<file path="src/rtl/rxck_pkg.sv">
package rxck_pkg;
    typedef enum logic [2:0] {ST_PASS, ST_TR0, ST_TR1, ST_TR2, ST_TR3} rx_st_e;

    localparam int unsigned SUM_W      = 32;
    localparam int unsigned L2_LEN     = 14;
    localparam int unsigned L3_END_MIN = 34;
    localparam int unsigned ADDR_BEG   = 26;
    localparam logic [15:0] ETYPE_IPV4 = 16'h0800;
    localparam logic [7:0]  PROTO_ICMP = 8'd1;
    localparam logic [7:0]  PROTO_TCP  = 8'd6;
    localparam logic [7:0]  PROTO_UDP  = 8'd17;

    function automatic logic [15:0] fold16(input logic [SUM_W-1:0] s);
        logic [16:0] t;
        t = {1'b0, s[15:0]} + {1'b0, s[31:16]};
        return t[15:0] + {15'd0, t[16]};
    endfunction
endpackage

</file>
<file path="src/rtl/rxck_acc.sv">
module rxck_acc #(
    parameter int unsigned SUM_W = 32
) (
    input  logic             clk,
    input  logic             rst_n,
    input  logic             clr,
    input  logic             add,
    input  logic             hi,
    input  logic [7:0]       byte_i,
    output logic [SUM_W-1:0] sum_o
);
    always_ff @(posedge clk) begin
        if (!rst_n || clr)
            sum_o <= '0;
        else if (add)
            sum_o <= sum_o + (hi ? SUM_W'({byte_i, 8'h00}) : SUM_W'(byte_i));
    end
endmodule

</file>
<file path="src/rtl/rxck_hdr.sv">
module rxck_hdr
    import rxck_pkg::*;
#(
    parameter int unsigned IDX_W = 16
) (
    input  logic             clk,
    input  logic             rst_n,
    input  logic             clr,
    input  logic             fire,
    input  logic [7:0]       byte_i,
    output logic [IDX_W-1:0] idx,
    output logic [15:0]      etype,
    output logic [3:0]       ver,
    output logic [3:0]       ihl,
    output logic [15:0]      tot_len,
    output logic             frag,
    output logic [7:0]       proto,
    output logic             in_ip,
    output logic             in_l4,
    output logic             in_addr
);
    localparam int unsigned EW = ((IDX_W > 16) ? IDX_W : 16) + 1;
    localparam logic [IDX_W-1:0] IDX_MAX = '1;

    logic [EW-1:0] idx_x, hdr_end, pay_end;

    always_ff @(posedge clk) begin
        if (!rst_n || clr) begin
            idx <= '0; etype <= '0; ver <= '0; ihl <= '0;
            tot_len <= '0; frag <= 1'b0; proto <= '0;
        end else if (fire) begin
            if (idx != IDX_MAX) idx <= idx + 1'b1;
            case (idx)
                IDX_W'(12): etype[15:8]   <= byte_i;
                IDX_W'(13): etype[7:0]    <= byte_i;
                IDX_W'(14): {ver, ihl}    <= byte_i;
                IDX_W'(16): tot_len[15:8] <= byte_i;
                IDX_W'(17): tot_len[7:0]  <= byte_i;
                IDX_W'(20): frag          <= byte_i[5] | (|byte_i[4:0]);
                IDX_W'(21): frag          <= frag | (|byte_i);
                IDX_W'(23): proto         <= byte_i;
                default: ;
            endcase
        end
    end

    always_comb begin
        idx_x   = EW'(idx);
        hdr_end = EW'(L2_LEN) + EW'({ihl, 2'b00});
        pay_end = EW'(L2_LEN) + EW'(tot_len);
        in_ip   = (idx_x >= EW'(L2_LEN)) &&
                  ((idx_x < EW'(L3_END_MIN)) || (idx_x < hdr_end));
        in_l4   = (idx_x >= EW'(L3_END_MIN)) && (idx_x >= hdr_end) && (idx_x < pay_end);
        in_addr = (idx_x >= EW'(ADDR_BEG)) && (idx_x < EW'(L3_END_MIN));
    end
endmodule

</file>
<file path="src/rtl/rx_csum_verify.sv">
module rx_csum_verify
    import rxck_pkg::*;
#(
    parameter int unsigned IDX_W = 16
) (
    input  logic       clk,
    input  logic       rst_n,
    input  logic [3:0] chk_en,
    input  logic       s_valid,
    output logic       s_ready,
    input  logic [7:0] s_data,
    input  logic       s_last,
    output logic       m_valid,
    input  logic       m_ready,
    output logic [7:0] m_data,
    output logic       m_last
);
    localparam int unsigned EW    = ((IDX_W > 16) ? IDX_W : 16) + 1;
    localparam int unsigned N_ACC = 3;

    rx_st_e st_q, st_d;
    logic s_fire, clr;
    logic [3:0] cfg_q;

    logic [IDX_W-1:0] idx;
    logic [15:0] etype, tot_len;
    logic [3:0]  ver, ihl;
    logic        frag, in_ip, in_l4, in_addr;
    logic [7:0]  proto;
    logic [N_ACC-1:0] acc_add;
    logic [SUM_W-1:0] acc_sum [N_ACC];

    logic hdr_ok, l4_en;
    logic [15:0] ip_half, l4_half, l4_len;
    logic [SUM_W-1:0] l4_total;
    logic [31:0] trl;

    assign s_fire = s_valid && s_ready;
    assign clr    = (st_q == ST_TR3) && m_ready;

    rxck_hdr #(.IDX_W(IDX_W)) u_hdr (
        .clk(clk), .rst_n(rst_n), .clr(clr), .fire(s_fire), .byte_i(s_data),
        .idx(idx), .etype(etype), .ver(ver), .ihl(ihl), .tot_len(tot_len),
        .frag(frag), .proto(proto), .in_ip(in_ip), .in_l4(in_l4), .in_addr(in_addr)
    );

    assign acc_add = {in_addr, in_l4, in_ip} & {N_ACC{s_fire}};

    for (genvar g = 0; g < N_ACC; g++) begin : g_acc
        rxck_acc #(.SUM_W(SUM_W)) u_acc (
            .clk(clk), .rst_n(rst_n), .clr(clr), .add(acc_add[g]),
            .hi(~idx[0]), .byte_i(s_data), .sum_o(acc_sum[g])
        );
    end

    always_ff @(posedge clk) begin
        if (!rst_n)
            cfg_q <= '0;
        else if (s_fire && (idx == '0))
            cfg_q <= chk_en;
    end

    // Trailer from the registered sums once the last byte has been taken.
    always_comb begin
        hdr_ok = (etype == ETYPE_IPV4) && (ver == 4'd4) && (ihl >= 4'd5) &&
                 (EW'(idx) >= EW'(L3_END_MIN)) &&
                 (EW'(idx) >= EW'(L2_LEN) + EW'(tot_len)) &&
                 (tot_len >= 16'({ihl, 2'b00}));
        unique case (proto)
            PROTO_TCP:  l4_en = cfg_q[1];
            PROTO_UDP:  l4_en = cfg_q[2];
            PROTO_ICMP: l4_en = cfg_q[3];
            default:    l4_en = 1'b0;
        endcase
        l4_len   = tot_len - 16'({ihl, 2'b00});
        l4_total = acc_sum[1];
        if (proto != PROTO_ICMP)
            l4_total = acc_sum[1] + acc_sum[2] + SUM_W'(proto) + SUM_W'(l4_len);
        ip_half = (hdr_ok && cfg_q[0]) ? ~fold16(acc_sum[0]) : 16'hFFFF;
        l4_half = (hdr_ok && !frag && l4_en) ? ~fold16(l4_total) : 16'hFFFF;
        trl     = {ip_half, l4_half};
    end

    always_ff @(posedge clk) begin
        if (!rst_n) st_q <= ST_PASS;
        else        st_q <= st_d;
    end

    always_comb begin
        st_d = st_q;
        unique case (st_q)
            ST_PASS: if (s_fire && s_last) st_d = ST_TR0;
            ST_TR0:  if (m_ready) st_d = ST_TR1;
            ST_TR1:  if (m_ready) st_d = ST_TR2;
            ST_TR2:  if (m_ready) st_d = ST_TR3;
            ST_TR3:  if (m_ready) st_d = ST_PASS;
            default: st_d = ST_PASS;
        endcase
    end

    always_comb begin
        s_ready = 1'b0;
        m_valid = 1'b1;
        m_last  = 1'b0;
        m_data  = trl[31:24];
        unique case (st_q)
            ST_PASS: begin
                s_ready = m_ready;
                m_valid = s_valid;
                m_data  = s_data;
            end
            ST_TR0: m_data = trl[31:24];
            ST_TR1: m_data = trl[23:16];
            ST_TR2: m_data = trl[15:8];
            ST_TR3: begin
                m_data = trl[7:0];
                m_last = 1'b1;
            end
            default: m_valid = 1'b0;
        endcase
    end
endmodule

</file>
<file path="config.mk">
export PLATFORM = sky130hd
export DESIGN_NAME = rx_csum_verify
export DESIGN_NICKNAME = d
export VERILOG_FILES = /design/src/rtl/rxck_pkg.sv /design/src/rtl/rxck_acc.sv /design/src/rtl/rxck_hdr.sv /design/src/rtl/rx_csum_verify.sv
export SDC_FILE = /design/constraint.sdc
export NUM_CORES = 1
export LEC_CHECK = 0
export ABC_AREA = 1
export BUFFER_PORTS_ARGS = -buffer_cell sky130_fd_sc_hd__buf_2
export CORE_MARGIN = 3
export CORE_UTILIZATION = 45
export CTS_CLUSTER_SIZE = 16
export DETAILED_ROUTE_END_ITERATION = 12
export HOLD_SLACK_MARGIN = 0.1
export SYNTH_ARGS = -nofsm -noshare
export SYNTH_HDL_FRONTEND = slang
export SYNTH_SLANG_ARGS = --single-unit
</file>
<file path="constraint.sdc">
create_clock -name clk -period 10.1 [get_ports clk]
set_input_delay 1.515 -clock clk [delete_from_list [all_inputs] [get_ports clk]]
set_output_delay 1.515 -clock clk [all_outputs]
set_load 0.005 [all_outputs]
</file>
==> results of run 1 <==
-- logic make-up after synthesis --
| kind of cell | synth area share [%] |
|---|---|
| AND/OR/NAND/NOR | 29.4 |
| AO/OA/AOI/OAI | 18.9 |
| buffers and inverters | 9.32 |
| adder cells (fa/ha/maj) | 17.3 |
| flip-flops | 19.9 |
| XOR/XNOR | 5.18 |
-- synth_stat cells, types with 17 or more instances --
| library cell | count |
|---|---|
| nand3_1 | 129 |
| nand4_1 | 56 |
| nor3_1 | 57 |
| ha_1 | 185 |
| xor2_1 | 56 |
| xnor2_1 | 42 |
| inv_1 | 354 |
| o21ai_0 | 219 |
| nand2_1 | 578 |
| a21oi_1 | 266 |
| fa_1 | 30 |
| a211oi_1 | 29 |
| nor4_1 | 17 |
| nor2_1 | 262 |
| clkbuf_1 | 26 |
| dfxtp_1 | 168 |
-- flip-flops by register name, summed over array words and instances, names as in the netlist --
name               cells
g_acc.u_acc.sum_o     96
u_hdr.etype           16
u_hdr.idx             16
u_hdr.tot_len         16
u_hdr.proto            8
cfg_q                  4
u_hdr.ihl              4
u_hdr.ver              4
st_q                   3
u_hdr.frag             1
-- worst max-delay path, delay by kind of cell (launching register included) --
kind	cells	cell delay [ns]
fa+ha+maj	8	2.64
simple gates	17	1.77
compound gates	9	1.56
buf+inv	6	0.59
xor+xnor	3	0.53
flops	1	0.38
-- area by class of cell --
class                      count  share of cell area [%]
sequential                   168                    18.6
tap                          468                    3.23
clock inverter                11                   0.608
timing repair buffer          35                    1.08
multi-input combinational   2059                    66.4
inverter                     362                    7.51
clock buffer                  21                    2.60
-- per-stage QoR --
step | total power [uW] | hold slack, ns
after floorplan | 915 | 0.423
after global placement | 1040 | 0.440
after detailed placement | 1040 | 0.442
after CTS | 1720 | 0.468
after global routing | 1790 | 0.495
final | 1710 | 0.465
-- power by group --
group	internal, uW	leakage [uW]	switching (uW)
Sequential	671	0.00135	12.5
Combinational	115	0.00693	235
Clock	363	0.000282	318
-- worst paths after layout --
kind,end,start,slack (ns)
worst min-delay path,cfg_q[2],cfg_q[2],0.46
worst max register to register,g_acc[1].u_acc.sum_o[21],u_hdr.tot_len[1],5.70
worst min register to register,cfg_q[2],cfg_q[2],0.46
worst max-delay path,m_data[0],u_hdr.ihl[2],0.66
-- routing by layer --
| metal | up-vias | share of wire [%] | wire length, um |
|---|---|---|---|
| li1 | 8809 | - | - |
| met1 | 8105 | 45 | 25800 |
| met2 | 442 | 46 | 26300 |
| met3 | 83 | 5.0 | 2820 |
| met4 | 0 | 3.2 | 1850 |
| met5 | - | 0 | 0 |
-- what timing repair did --
item	in CTS	in global routing
endpoints found under the setup margin	0	8
buffers inserted	0	2
gates resized for setup	0	23
-- placed cells by master (no fill, tap or decap), drive strengths merged, types with 17 or more instances in the layout --
master,n
nand2,586
a21oi,266
nand4,56
dfxtp,168
nor2,278
ha,185
buf,35
nor3,58
clkbuf,21
nand3,132
fa,30
xor2,57
a211oi,29
inv,364
xnor2,42
o21ai,224
nor4,17
==> flow_metrics.py, run 1 <==
metrics = {
    "layout": {
        "antennaDiodeCount": 0,
        "drive_gt1_share_pct": 5.08,
        "final-seq-area_mm2": 0.00336,
        "nFillCells": 3809,
        "multi_input_area_mm2": 0.0120,
        "final_nets": 2875,
        "stdcell_area_mm2": 0.0181,
        "final_util_pct": 49.3,
        "fin_cells": 3124,
        "syn2layout_area_growth_pct": 7.33,
    },
    "sta": {
        "rsz0062_at_grt": "false",
        "slew_headroom_pct": 37.0,
        "tns_ns": 0,
        "worst_pin_slew_ns": 0.942,
        "fmaxAchievable_mhz": 106,
        "setup_viol_count_final": 0,
        "hold_violations": 0,
        "slew_violations": 0,
        "skew_ns": 0.0196,
        "layout_setup_ws_ns": 0.658,
        "fin_crit_sh_pct": 93.5,
        "layout_min_cycle_time_ns": 9.44,
    },
    "synthesis": {
        "postSynthAreaPerCell_um2": 6.41,
        "yosys.area.top_type": "dfxtp_1",
        "ys_warn_count": 0,
        "yosysUniqueCellTypes": 52,
        "synthTopCellsByArea": "dfxtp_1 20%, ha_1 14%, nand2_1 13%",
        "synthesis.area_mm2": 0.0169,
        "synthArstFlopShare_pct": 0,
        "synthCells": 2635,
        "synth_edf_count": 0,
        "yosysSeqAreaShare_pct": 19.9,
        "synth_top_area_share_pct": 19.9,
        "ys_ff_latch": 168,
        "synth_fp_nets": 2867,
        "ys.flop_type": "dfxtp_1",
    },
    "floorplan": {
        "num_io_pins": 28,
        "die_y_um": 200,
        "initial_utilization_pct": 45.9,
        "dieArea_mm2": 0.0399,
        "row_count": 70,
        "core_mm2": 0.0368,
        "die_x_um": 200,
    },
    "global_route": {
        "grt_max_degree": 70,
        "grt_use_met3_pct": 4.00,
        "overflow": 0,
        "busiest_layer": "met2",
        "grt.total_usage_pct": 28.4,
        "use_met1_pct": 37.9,
        "antenna_found_initial": 0,
        "gr-usage-met2_pct": 47.1,
        "grt_pass1_wl_um": 87900,
        "grt_pass1_vias": 16100,
    },
    "drt": {
        "vias": 17400,
        "wl_per_cell_um": 18.2,
        "postRouteAntennaNets": 0,
        "drt-total-wl_um": 56800,
        "drtIter0Drc": 1372,
        "drc": 0,
        "dr.pass1.iters": 5,
        "routed_via_density": 5.58,
    },
    "critical_path": {
        "cp_data_required_time_ns": 8.59,
        "start_kind": "register",
        "endpoint_kind": "primary output",
        "slowest_delay_ns": 0.48,
        "critPathSlowestCell": "fa_1",
        "cp.arrival_ns": 7.93,
        "criticalPathCategory": "register to primary output",
        "cp_common_cell": "nand2_1",
        "r2r_cells": 22,
        "cp_max_fo": 5,
    },
    "pwr": {
        "vdd_drop_max_mv": 0.137,
        "power.leakage_uw": 0.00857,
        "p_per_area_mw_per_mm2": 94.6,
    },
    "placement": {
        "dp_cells": 3090,
        "dpl-instance-area_mm2": 0.0174,
        "place_congestion": 0.943,
        "portBuffers": 27,
        "dp_slack_ns": 0.748,
        "dp.final_hpwl_um": 46400,
    },
    "hold_path": {
        "hp-class": "register to register",
        "whs_path_depth": 2,
    },
    "clocking": {
        "clk_path_buf_depth": 2,
        "cts-root-buf": "clkbuf_16",
        "cts.sinks": 168,
        "clk_pin_slew_ns": 0.07,
        "hold_buffers": 0,
        "cts.htree.levels": 4,
        "tritoncts": "done",
        "numCtsBuffers": 17,
        "insertion_delay_ns": 0.48,
    },
    "run": {
        "max_cap_viol_count": 0,
    },
    "status": {
        "status": "finished, final reports clean",
    },
}
Note: power is estimated with default switching activity, not from simulation.
==> inputs of run 2 (changes only) <==
SYNTH_HIERARCHICAL = 1   (was not set)
==> run 2 against run 1 <==
Synthesized cell count grew 37%. Sequential cell count is the same. First-iteration DRC count grew 36%. Final area grew 24%. Clock-buffer cell count shrank 4. Worst hold slack lost 0.0078 ns. Maximum frequency shrank 1.6%. Wire length grew 27%. Highest routed layer unchanged.
==> flow_metrics.py, run 2 <==
metrics = {
    "status": {
        "status": "finished, final reports clean",
    },
    "synthesis": {
        "synthTopCellsByArea": "nand2_1 18%, dfxtp_1 16%, ha_1 12%",
        "synth_xor_area_share_pct": 4.11,
        "synth_most_common_cell": "nand2_1",
        "yosysSeqAreaShare_pct": 16.1,
        "synthArstFlopShare_pct": 0,
        "synthesis.area_mm2": 0.0209,
        "synthCells": 3599,
        "ys_warn_count": 6,
        "synthSimpleGateAreaFrac_pct": 41.7,
        "postSynthAreaPerCell_um2": 5.80,
        "ys.flop_type": "dfxtp_1",
        "synth-adder-area-share_pct": 14.9,
        "synth-compound-area-share_pct": 9.93,
        "synth.mux.area_fraction_pct": 0,
        "synth_fp_nets": 3847,
        "synth_edf_count": 0,
        "yosysUniqueCellTypes": 54,
        "yosys.area.top_type": "nand2_1",
        "synth_top_area_share_pct": 18.4,
        "synth_common_cells": "1023 x nand2_1, 654 x inv_1, 471 x nor2_1, 215 x a21oi_1, 213 x nand3_1",
        "synth_top_family_by_area": "simple AND/OR/NAND/NOR gates",
        "ys_ff_latch": 168,
    },
    "critical_path": {
        "cp_max_fo": 4,
        "critPathSlowestCell": "fa_1",
        "start_kind": "register",
        "r2r_cells": 21,
        "endpoint_kind": "primary output",
        "criticalPathCategory": "register to primary output",
        "slowest_delay_ns": 0.47,
        "cp.arrival_ns": 8.09,
        "cp_common_cell": "nand2_1",
        "cp_data_required_time_ns": 8.59,
    },
    "clocking": {
        "insertion_delay_ns": 0.50,
        "clk_pin_slew_ns": 0.08,
        "hold_buffers": 0,
        "clk_path_buf_depth": 2,
        "cts-root-buf": "clkbuf_16",
        "cts.sinks": 168,
        "cts.htree.levels": 4,
        "tritoncts": "done",
        "numCtsBuffers": 17,
    },
    "placement": {
        "dp.final_hpwl_um": 58100,
        "portBuffers": 27,
        "place_congestion": 0.988,
        "dp_slack_ns": 0.586,
    },
    "layout": {
        "final-seq-area_mm2": 0.00337,
        "drive_gt1_share_pct": 6.88,
        "final_nets": 3854,
        "regMostFlops": "g_acc.u_acc/sum_o",
        "antennaDiodeCount": 0,
        "syn2layout_area_growth_pct": 7.25,
        "nFillCells": 4870,
        "layout_common_cells": "1020 x nand2_1, 654 x inv_1, 465 x nor2_1, 212 x nand3_1, 207 x a21oi_1",
        "multi_input_area_mm2": 0.0149,
        "largest_register_ffs": 96,
        "final_common_cell": "nand2_1",
    },
    "sta": {
        "skew_ns": 0.0157,
        "worst_pin_slew_ns": 1.13,
        "setup_viol_count_final": 0,
        "fin_crit_sh_pct": 95.1,
        "slew_headroom_pct": 23.9,
        "layout_setup_ws_ns": 0.500,
        "hold_violations": 0,
        "fmaxAchievable_mhz": 104,
        "tns_ns": 0,
        "layout_min_cycle_time_ns": 9.60,
        "slew_violations": 0,
    },
    "global_route": {
        "overflow": 0,
        "grt_max_degree": 55,
        "grt_pass1_wl_um": 112000,
        "grt_pass1_vias": 20300,
        "antenna_found_initial": 0,
        "grt.total_usage_pct": 29.0,
    },
    "run": {
        "max_cap_viol_count": 0,
    },
    "hold_path": {
        "whs_path_depth": 2,
        "hp-class": "register to register",
    },
    "drt": {
        "routed_via_density": 5.26,
        "wl_per_cell_um": 17.2,
        "drtIter0Drc": 1862,
        "dr.pass1.iters": 5,
        "postRouteAntennaNets": 0,
        "drc": 0,
        "vias": 22200,
        "drt-total-wl_um": 72400,
    },
    "pwr": {
        "total_power_uw": 1950,
        "p_per_area_mw_per_mm2": 87.1,
        "power.leakage_uw": 0.0121,
        "vdd_drop_max_mv": 0.129,
    },
    "floorplan": {
        "row_count": 78,
        "core_mm2": 0.0456,
        "initial_utilization_pct": 45.8,
        "die_x_um": 221,
        "dieArea_mm2": 0.0490,
        "num_io_pins": 28,
        "die_y_um": 221,
    },
}
run 2: where the power goes:
group | leakage [uW] | switching (uW) | internal, uW | total, uW
registers | 0.00136 | 14.9 | 671 | 686
logic | 0.0104 | 350 | 159 | 508
clock network | 0.000316 | 354 | 403 | 758
run 2: worst max-delay path: cells and delay by family (launching register included):
kind	cells	cell delay, ns
AOI/OAI and AO/OA	7	1.15
xor gates and xnor gates	2	0.29
adders and majority gates	8	2.35
buffers and inverters	10	0.77
DFF	1	0.35
and+or+nand+nor	25	2.61
run 2: logic make-up (layout without fill, tap and decap cells):
kind of cell | Yosys count | count (layout)
AOI/OAI and AO/OA | 392 | 392
adders and majority gates | 231 | 231
and+or+nand+nor | 1998 | 1998
xor gates and xnor gates | 98 | 98
DFF | 168 | 168
buffers and inverters | 712 | 732
run 2: area by class of cell:
cell class | instances | share of cell area [%]
Clock buffer | 17 | 1.90
Multi-Input combinational cell | 2719 | 66.6
Inverter | 661 | 11.1
Tap cell | 600 | 3.35
Clock inverter | 15 | 0.983
Sequential cell | 168 | 15.0
Timing Repair Buffer | 39 | 1.01
run 2: repair_timing:
action,4_1_cts,5_1_grt
setup endpoints to repair,0,8
buffers inserted,0,1
gates resized for setup,0,38
run 2: worst paths after layout:
kind | startpoint | endpoint | slack, ns
hold reg to reg | u_hdr/etype[9] | u_hdr/etype[9] | 0.46
hold / removal | u_hdr/etype[9] | u_hdr/etype[9] | 0.46
setup reg to reg | u_hdr/tot_len[1] | g_acc[1].u_acc/sum_o[28] | 5.43
setup / recovery | u_hdr/ihl[1] | m_data[4] | 0.50
run 2: per-stage QoR:
step / hold WS (ns) / instances / utilization, % / cell area, um2
floorplan: 0.418 / 3599 / - / 20900
global placement: 0.429 / 4186 / 47.4 / 21600
detailed placement: 0.440 / 4186 / 47.4 / 21600
CTS: 0.455 / 4218 / 48.8 / 22200
global route: 0.469 / 4219 / 49.2 / 22400
finish: 0.457 / 4219 / 49.2 / 22400
run 2: layer usage:
layer / track usage (%) / vias up / routed length, um
li1: - / 11300 / -
met1: 40.6 / 10200 / 34300
met2: 46.6 / 619 / 31900
met3: 4.62 / 86 / 4610
met4: 7.60 / 0 / 1600
met5: 0 / - / 0
